### config.mk
export PLATFORM = sky130hd
export DESIGN_NAME = pspray_top
export DESIGN_NICKNAME = d
export VERILOG_FILES = /design/src/rtl/pspray_pkg.sv /design/src/rtl/pspray_health_cell.sv /design/src/rtl/pspray_rr_pick.sv /design/src/rtl/pspray_top.sv
export SDC_FILE = /design/constraint.sdc
export NUM_CORES = 2
export LEC_CHECK = 0
export BUFFER_PORTS_ARGS = -buffer_cell sky130_fd_sc_hd__buf_2
export CORE_UTILIZATION = 30
export CTS_BUF_LIST = sky130_fd_sc_hd__clkbuf_16
export CTS_CLUSTER_DIAMETER = 200
export DETAILED_ROUTE_END_ITERATION = 6
export MAX_ROUTING_LAYER = met4
export PLACE_DENSITY = 0.42
export SYNTH_ARGS = -nofsm -noshare
export SYNTH_HDL_FRONTEND = slang
export SYNTH_SLANG_ARGS = --single-unit
### constraint.sdc
create_clock -name clk -period 28.7 [get_ports clk]
set_input_delay 5.74 -clock clk [delete_from_list [all_inputs] [get_ports clk]]
set_output_delay 5.74 -clock clk [all_outputs]
set_load 0.005 [all_outputs]
### src/rtl/pspray_pkg.sv
package pspray_pkg;

  typedef enum logic [1:0] {
    PH_ACTIVE = 2'b00,
    PH_CONG   = 2'b01,
    PH_SUSP   = 2'b10,
    PH_DEAD   = 2'b11
  } path_health_e;

  localparam logic [1:0] FB_ACK     = 2'd0;
  localparam logic [1:0] FB_ACK_ECN = 2'd1;
  localparam logic [1:0] FB_TIMEOUT = 2'd2;

endpackage

### src/rtl/pspray_health_cell.sv
module pspray_health_cell
  import pspray_pkg::*;
(
  input  logic         clk,
  input  logic         rst_n,
  input  logic         hit,
  input  logic [1:0]   kind,
  input  logic         tick,
  input  logic         clr,
  output path_health_e health
);

  path_health_e st_q, st_d;
  logic ack_q, ecn_q, to_q;
  logic ack_d, ecn_d, to_d;
  logic ack_c, ecn_c, to_c, bad, en;

  always_comb begin
    ack_c = ack_q | (hit & ((kind == FB_ACK) | (kind == FB_ACK_ECN)));
    ecn_c = ecn_q | (hit & (kind == FB_ACK_ECN));
    to_c  = to_q  | (hit & (kind == FB_TIMEOUT));
    bad   = to_c | ~ack_c;
    en    = hit | tick | clr;
    st_d  = st_q;
    ack_d = ack_c;
    ecn_d = ecn_c;
    to_d  = to_c;
    if (clr) begin
      st_d  = PH_ACTIVE;
      ack_d = 1'b0;
      ecn_d = 1'b0;
      to_d  = 1'b0;
    end else if (tick) begin
      ack_d = 1'b0;
      ecn_d = 1'b0;
      to_d  = 1'b0;
      if (st_q != PH_DEAD) begin
        if (bad) st_d = (st_q == PH_SUSP) ? PH_DEAD : PH_SUSP;
        else if (ecn_c) st_d = PH_CONG;
        else st_d = PH_ACTIVE;
      end
    end
  end

  always_ff @(posedge clk or negedge rst_n) begin
    if (!rst_n) begin
      st_q  <= PH_ACTIVE;
      ack_q <= 1'b0;
      ecn_q <= 1'b0;
      to_q  <= 1'b0;
    end else if (en) begin
      st_q  <= st_d;
      ack_q <= ack_d;
      ecn_q <= ecn_d;
      to_q  <= to_d;
    end
  end

  assign health = st_q;


  dead_sticky_chk: assert property (@(posedge clk) disable iff (!rst_n)
    (st_q == PH_DEAD && !clr) |=> (st_q == PH_DEAD));


  hold_between_ticks_chk: assert property (@(posedge clk) disable iff (!rst_n)
    (!tick && !clr) |=> $stable(st_q));


  no_direct_death_chk: assert property (@(posedge clk) disable iff (!rst_n)
    (st_q == PH_ACTIVE) |=> (st_q != PH_DEAD));

endmodule

### src/rtl/pspray_rr_pick.sv
module pspray_rr_pick #(
  parameter int unsigned N     = 128,
  parameter int unsigned IDX_W = $clog2(N)
) (
  input  logic [N-1:0]     req,
  input  logic [IDX_W-1:0] ptr,
  output logic             found,
  output logic [IDX_W-1:0] pick
);

  logic [N-1:0] above;
  logic         hi_found;
  logic [IDX_W-1:0] hi_pick, lo_pick;

  always_comb begin
    for (int i = 0; i < N; i++) above[i] = req[i] && (i > int'(ptr));
    hi_found = |above;
    hi_pick  = '0;
    lo_pick  = '0;
    for (int i = N - 1; i >= 0; i--) begin
      if (above[i]) hi_pick = IDX_W'(i);
      if (req[i])   lo_pick = IDX_W'(i);
    end
    found = |req;
    pick  = hi_found ? hi_pick : lo_pick;
  end

endmodule

### src/rtl/pspray_top.sv
module pspray_top
  import pspray_pkg::*;
#(
  parameter int unsigned NUM_PATHS = 128,
  parameter int unsigned EV_W      = 16,
  parameter int unsigned EV_BASE   = 32'h0000_4000,
  parameter int unsigned EV_STRIDE = 32'h0000_0101,
  localparam int unsigned IDX_W    = $clog2(NUM_PATHS)
) (
  input  logic             clk,
  input  logic             rst_n,
  input  logic             send_req,
  input  logic             fb_valid,
  input  logic [IDX_W-1:0] fb_path,
  input  logic [1:0]       fb_kind,
  input  logic             epoch_tick,
  input  logic             path_rst,
  input  logic [IDX_W-1:0] path_rst_idx,
  output logic             sel_valid,
  output logic [IDX_W-1:0] sel_path,
  output logic [EV_W-1:0]  sel_ev,
  output logic             all_down
);

  logic [1:0] rst_sync_q;
  logic       rst_n_i;

  always_ff @(posedge clk or negedge rst_n) begin
    if (!rst_n) rst_sync_q <= 2'b00;
    else        rst_sync_q <= {rst_sync_q[0], 1'b1};
  end
  assign rst_n_i = rst_sync_q[1];

  path_health_e     health [NUM_PATHS];
  logic [NUM_PATHS-1:0] act_vec, cong_vec;

  for (genvar g = 0; g < NUM_PATHS; g++) begin : g_path
    pspray_health_cell u_cell (
      .clk    (clk),
      .rst_n  (rst_n_i),
      .hit    (fb_valid && (fb_path == IDX_W'(g))),
      .kind   (fb_kind),
      .tick   (epoch_tick),
      .clr    (path_rst && (path_rst_idx == IDX_W'(g))),
      .health (health[g])
    );
    assign act_vec[g]  = (health[g] == PH_ACTIVE);
    assign cong_vec[g] = (health[g] == PH_CONG);
  end

  logic [IDX_W-1:0] ptr_q, act_pick, cong_pick, pick;
  logic             act_found, cong_found, any_found;

  pspray_rr_pick #(.N(NUM_PATHS), .IDX_W(IDX_W)) u_pick_act (
    .req(act_vec), .ptr(ptr_q), .found(act_found), .pick(act_pick));

  pspray_rr_pick #(.N(NUM_PATHS), .IDX_W(IDX_W)) u_pick_cong (
    .req(cong_vec), .ptr(ptr_q), .found(cong_found), .pick(cong_pick));

  logic [31:0]      ev_full;
  logic             sel_valid_q, sel_valid_d, out_en;
  logic [IDX_W-1:0] sel_path_q, ptr_d;
  logic [EV_W-1:0]  sel_ev_q, sel_ev_d;

  always_comb begin
    any_found   = act_found | cong_found;
    pick        = act_found ? act_pick : cong_pick;
    ev_full     = EV_BASE + 32'(pick) * EV_STRIDE;
    sel_ev_d    = ev_full[EV_W-1:0];
    sel_valid_d = send_req & any_found;
    out_en      = send_req & any_found;
    ptr_d       = pick;
  end

  always_ff @(posedge clk or negedge rst_n_i) begin
    if (!rst_n_i) sel_valid_q <= 1'b0;
    else          sel_valid_q <= sel_valid_d;
  end

  always_ff @(posedge clk or negedge rst_n_i) begin
    if (!rst_n_i) begin
      ptr_q      <= IDX_W'(NUM_PATHS - 1);
      sel_path_q <= '0;
      sel_ev_q   <= '0;
    end else if (out_en) begin
      ptr_q      <= ptr_d;
      sel_path_q <= pick;
      sel_ev_q   <= sel_ev_d;
    end
  end

  assign sel_valid = sel_valid_q;
  assign sel_path  = sel_path_q;
  assign sel_ev    = sel_ev_q;
  assign all_down  = ~(|act_vec | |cong_vec);


  grant_follows_req_chk: assert property (@(posedge clk) disable iff (!rst_n_i)
    (send_req && !all_down) |=> sel_valid);


  no_stale_ev_chk: assert property (@(posedge clk) disable iff (!rst_n_i)
    (send_req && all_down) |=> !sel_valid);


  idle_no_grant_chk: assert property (@(posedge clk) disable iff (!rst_n_i)
    !send_req |=> !sel_valid);


  path_held_chk: assert property (@(posedge clk) disable iff (!rst_n_i)
    !send_req |=> $stable(sel_path));

endmodule

=== After elaboration in Yosys (flattened, before gate mapping) ===
Index checks and enable logic that the tools add are counted.

* Output and inout port bits: 25
* Logic and storage cells: 5648
* Register bits: 673
* Input port bits: 22

* Magnitude comparators: 127
* Reductions and logical operators: 1029
* Mux-type cells: 2049
* Add/subtract/negate cells: 1
* Eq/ne operators: 640
* Multiply operators: 1
* Bitwise gates (word level): 1284

{| class="wikitable"
|+ Operator list
! cell !! count
|-
| $mux 7 || 513
|-
| $mux 1 || 1024
|-
| $mux 2 || 512
|-
| $eq 7x7->1 const B || 128
|-
| $or 1x1->1 || 770
|-
| $reduce_bool 2->1 || 256
|-
| $logic_and 1x1->1 || 510
|-
| $eq 7x6->1 const B || 64
|-
| $gt 7x7->1 const A || 64
|-
| $and 1x1->1 || 385
|-
| $reduce_and 3->1 || 128
|-
| $eq 2x1->1 const B || 129
|-
| $eq 2x2->1 const B || 129
|-
| $logic_not 2->1 || 129
|-
| $ne 2x2->1 const B || 128
|-
| $reduce_or 128->1 || 2
|-
| $reduce_or 127->1 || 2
|-
| $eq 7x5->1 const B || 32
|-
| $gt 6x7->1 const A || 32
|-
| $not 1->1 || 129
|-
| $eq 7x4->1 const B || 16
|-
| $gt 5x7->1 const A || 16
|-
| $eq 7x3->1 const B || 8
|-
| $gt 4x7->1 const A || 8
|-
| other kinds (8) || 17
|}

=== Depth between registers and ports, before layout ===
* Word-level depth: 133
* Gate-level depth with buffers: 15
* Gate-level depth less buffers: 11

=== Cells and area by module ===
Synthesis repeated with hierarchy kept, for this count alone.

* Cells, all modules: 6067
* Area total of the unflattened synthesis: 49357.3 µm²

{| class="wikitable"
|+ Modules (own cells, without submodules)
! module !! instances !! area each (µm²) !! cells an instance !! sequential area each (µm²)
|-
| pspray_health_cell || 128 || 260.2 || 26 || 125.1
|-
| pspray_rr_pick (u_pick_act) || 1 || 5941.9 || 987 || 0.0
|-
| pspray_rr_pick (u_pick_cong) || 1 || 5875.6 || 968 || 0.0
|-
| pspray_top || 1 || 4227.8 || 784 || 459.2
|}

=== Worst setup path before layout ===
OpenSTA, ideal clock, no wires.

* Path kind: register -> output
* Start point: register g_path[66].u_cell.st_q[0]
* End point: output port all_down
* Stages on the path, launching flop included: 7
* Arrival time: 2.254 ns
* Path slack: 20.706 ns
* Required time: 22.960 ns
* Buffers on the path: 0
* Path through: dfrtp_1 > nor2b_1 > or4_1 > or4b_1 > nor3_1 > nand4_1 > nor2_1

* Cells in the longest elaborated chain, start to end: 4
* Elaborated cells on any way between the ends: 6
* Classes of those cells: eq/ne (1); bitwise (2); reduce/logical (3)

{| class="wikitable"
|+ RTL lines
! item !! RTL line !! RTL
|-
| start, declared || pspray_health_cell.sv:13 || <nowiki>path_health_e st_q, st_d;</nowiki>
|-
| start signal, assigned || pspray_health_cell.sv:52 || <nowiki>st_q <= st_d;</nowiki>
|-
| $eq 2x1->1 or $logic_not 2->1 (tied branches) || pspray_top.sv:48, pspray_top.sv:47 ||
|-
| $reduce_or 128->1 || pspray_top.sv:95 || <nowiki>assign all_down = ~(|act_vec | |cong_vec);</nowiki>
|-
| $or 1x1->1 * || pspray_top.sv:95 ||
|-
| $not 1->1 * || pspray_top.sv:95 ||
|-
| end, declared || pspray_top.sv:22 || <nowiki>output logic all_down</nowiki>
|}

Every way passes the cells marked *; elsewhere a longest branch is shown, timed or not.

=== Worst setup path after layout ===
* Start point: register g_path[51].u_cell.st_q[0]
* End point: output port all_down

* Cells in the longest elaborated chain, start to end: 4
* Elaborated cells on any way between the ends: 6
* Classes of those cells: eq/ne (1); bitwise (2); reduce/logical (3)

{| class="wikitable"
|+ RTL lines
! item !! RTL line
|-
| start, declared || pspray_health_cell.sv:13
|-
| start signal, assigned || pspray_health_cell.sv:52
|-
| $eq 2x1->1 or $logic_not 2->1 (tied branches) || pspray_top.sv:48, pspray_top.sv:47
|-
| $reduce_or 128->1 || pspray_top.sv:95
|-
| $or 1x1->1 * || pspray_top.sv:95
|-
| $not 1->1 * || pspray_top.sv:95
|}

Marked as above.

==> flow_summary_export.csv <==
group,metric,value,unit
place,gp_congestion,1.06,
yosys,syn_nets,5320,
global_routing,overflow,0,
global_routing,grt_pass1_vias,41200,
yosys,ys_async_sr_fraction,1.00,
floorplanning,die_area,0.141,mm²
setup_path,cp_max_fo,6,
floorplanning,initial_utilization,0.303,
floorplanning,io_pins,47,
route,wirelength,230000,µm
global_routing,antenna_found_initial,19,
setup_path,required,22.96,ns
timing,min_period_over_period,0.347,
clocking,cts_tree,"yes",
global_routing,grt_most_used_layer,"met2",
yosys,seq_area_frac_synth,0.394,
place,hpwl,163000,µm
global_routing,grt_usage,0.327,
setup_path,critical_path.startpoint_type,"flop",
floorplanning,die_y,375,µm
route,first_iter_violations,5193,
yosys,synth_xor_area_frac,0,
layout,fin_nets,5244,
power,vdd_ir_drop_max,0.0472,mV
floorplanning,die_w,375,µm
timing,whs,0.349,ns
floorplanning,core_region_area,0.138,mm²
route,vias_per_cell,6.26,
timing,tns,0,ns
clocking,path_clk_slew,0.06,ns
clocking,cts_made_buffers,82,
yosys,avgSynthCellArea,7.90,µm²
route,vias,44900,
global_routing,met2_usage,0.478,
setup_path,path_class,"reg2out",
layout,nFillCells,14600,
setup_path,crit_arrival,4.22,ns
timing,worst_pin_slew,1.37,ns
timing,relSlewSlack,0.0610,
power,power.density,61.5,mW/mm²
route,firstDrtPassIters,6,
floorplanning,num_rows,136,
yosys,synth_top_family_by_area,"compound AO/OA/AOI/OAI gates",
clocking,post_cts_resized,0,
clocking,clock-sinks,658,
yosys,synth-edff-count,0,
timing,max_freq,0.100,GHz
yosys,synth-seq-cells,658,
clocking,cts_setup_buffers,0,
route,drtAntennaViolNets,0,
timing,finalSetupViolCount,0,
run,drv_cap,0,
timing,final_hold_viol_count,0,
yosys,synth_mux_area_frac,0.0104,
place,portBuffers,45,
global_routing,grt_max_degree,160,
yosys,synthFlopType,"dfrtp_1",
timing,finalMaxSlewViolations,0,
yosys,yosys.cell_types.count,102,
timing,finalCriticalPeriod,9.96,ns
global_routing,grt_pass1_wl,322000,µm
route,wl_per_cell,32.0,µm
timing,rsz0062_at_grt,"false",
power,p_leak,17.3,nW
timing,clock-skew-final,0.0261,ns
clocking,cts_root_buffer,"clkbuf_16",
layout,drive_gt1_frac,0.0815,
yosys,ys_warn_count,0,
power,report.power.total,2.87,mW
worst_hold_path,worstHoldPathType,"reg2reg",
global_routing,use_met1,0.465,
clocking,clockBufferDepth,3,
clocking,clk_latency,0.72,ns
global_routing,use_met3,0.0387,
yosys,synthCells,5298,
layout,area_delta_synth_final,11.6,%
yosys,synth_compound_area_frac,0.306,
yosys,syn_area,0.0418,mm²
setup_path,cp-end-kind,"primary output",
route,drc,0,
yosys,synth-simple-area-share,0.254,
clocking,h-tree-depth,3,
yosys,synthAdderAreaFrac,0,
clocking,ctsHoldBuffers,0,
run_status,status,"complete, no violations",
-- final cells by class --
cell class | instances | area [µm²] | area share
clock inverters | 64 | 390 | 0.00836
clock buffers | 84 | 2100 | 0.0450
well taps | 1863 | 2330 | 0.0499
multi-input cells | 4290 | 24100 | 0.516
flip-flops and latches | 658 | 16500 | 0.353
repair buffers | 161 | 1110 | 0.0237
inverters | 29 | 116 | 0.00249
diodes | 17 | 42.5 | 0.000911
-- sequential cells by signal, summed over array words and instances (netlist names) --
register / flops
g_path.u_cell.to_q: 128
sel_valid: 1
g_path.u_cell.health: 256
ptr_q: 7
g_path.u_cell.ack_q: 128
sel_ev: 2
rst_sync_q: 2
sel_path: 6
g_path.u_cell.ecn_q: 128
-- cells in the final DEF (no fill, tap or decap), drive strengths merged, types with 16 or more instances in the layout --
| cell type | n |
|---|---|
| a21boi | 20 |
| buf | 161 |
| or2 | 24 |
| nand3 | 76 |
| o211ai | 137 |
| o21ai | 691 |
| clkbuf | 84 |
| nor2 | 466 |
| nor3 | 434 |
| nor3b | 45 |
| a21o | 60 |
| a21oi | 761 |
| inv | 52 |
| diode | 17 |
| nor4 | 63 |
| o221ai | 16 |
| clkinv | 35 |
| and2 | 22 |
| o2111ai | 22 |
| or4 | 18 |
| nor2b | 257 |
| o22a | 17 |
| a22oi | 23 |
| nand4 | 42 |
| nand2b | 109 |
| o22ai | 82 |
| and3 | 22 |
| a211oi | 50 |
| o31ai | 26 |
| a31oi | 26 |
| nand2 | 439 |
| dfrtp | 651 |
| or3 | 16 |
| a2111oi | 21 |
| mux2 | 36 |
-- synth_stat cells, drive strengths merged (23+ instances only) --
library cell  instances  share of area
nor2                466          0.042
a21oi               761          0.091
nor2b               257          0.038
a31oi                26         0.0039
o22ai                82          0.012
o211ai              137          0.025
nand4                42         0.0064
a211oi               50         0.0092
nand3                76         0.0092
mux2                 36         0.0097
dfrtp               651           0.39
a22oi                23         0.0041
inv                  28         0.0025
o31ai                26         0.0047
a21o                 60          0.011
or2                  24         0.0036
buf                  82          0.012
nor4                 63         0.0097
nand2b              109          0.016
nand2               439          0.039
clkbuf              239          0.021
nor3b                45         0.0081
o21ai               691          0.083
nor3                434          0.052
-- cell families (layout without fill, tap and decap cells) --
group	after synthesis	after routing
AND/OR/NAND/NOR	2104	2104
AO/OA/AOI/OAI	2145	2145
flip-flops	658	658
other	2	19
buffers and inverters	350	338
multiplexers	39	39
-- stage by stage --
step | utilization | cell area [µm²] | std cells | worst slack, ns
4_1_cts | 0.338 | 46600 | 7149 | 18.83
5_1_grt | 0.338 | 46600 | 7153 | 18.55
6_report | 0.338 | 46700 | 7166 | 18.74
3_3_place_gp | 0.320 | 44100 | 7001 | 19.47
3_5_place_dp | 0.320 | 44100 | 7001 | 19.53
2_1_floorplan | - | 41800 | 5298 | 9.01
-- critical path: stages (launching register included) --
cell and delay [ns]:
dfrtp_1 0.43, nor2b_1 0.17, a2111oi_0 0.95, nand4_1 0.47
nor4_1 0.55, nand4_1 0.23, nor2_1 0.48, buf_2 0.22
-- where the power goes --
part / switching [mW] / internal [mW]
logic: 0.670 / 0.193
clock network: 0.444 / 0.556
registers: 0.0540 / 0.952
total: 1.17 / 1.70
-- worst paths after layout --
kind                                             startpoint                           end  slack, ns  cells after the start
worst max-delay path            g_path[51].u_cell.health[0]                      all_down      18.74                      7
worst min-delay path                          rst_sync_q[0]                 rst_sync_q[1]       0.35                      0
worst max register to register                     ptr_q[3]                   sel_path[0]      22.51                     11
worst min register to register                rst_sync_q[0]                 rst_sync_q[1]       0.35                      0
max in group asynchronous                     rst_sync_q[1]  g_path[113].u_cell.health[0]      23.61                      5
min in group asynchronous                     rst_sync_q[1]   g_path[43].u_cell.health[0]       0.47                      0
-- metal layers --
metal  part of all wire  vias up
met5                  0        -
met4              0.035        0
met3              0.069      315
met2               0.44     2031
met1               0.46    22900
li1                   -    19600
No activity file was read; power rests on OpenSTA's default activity.
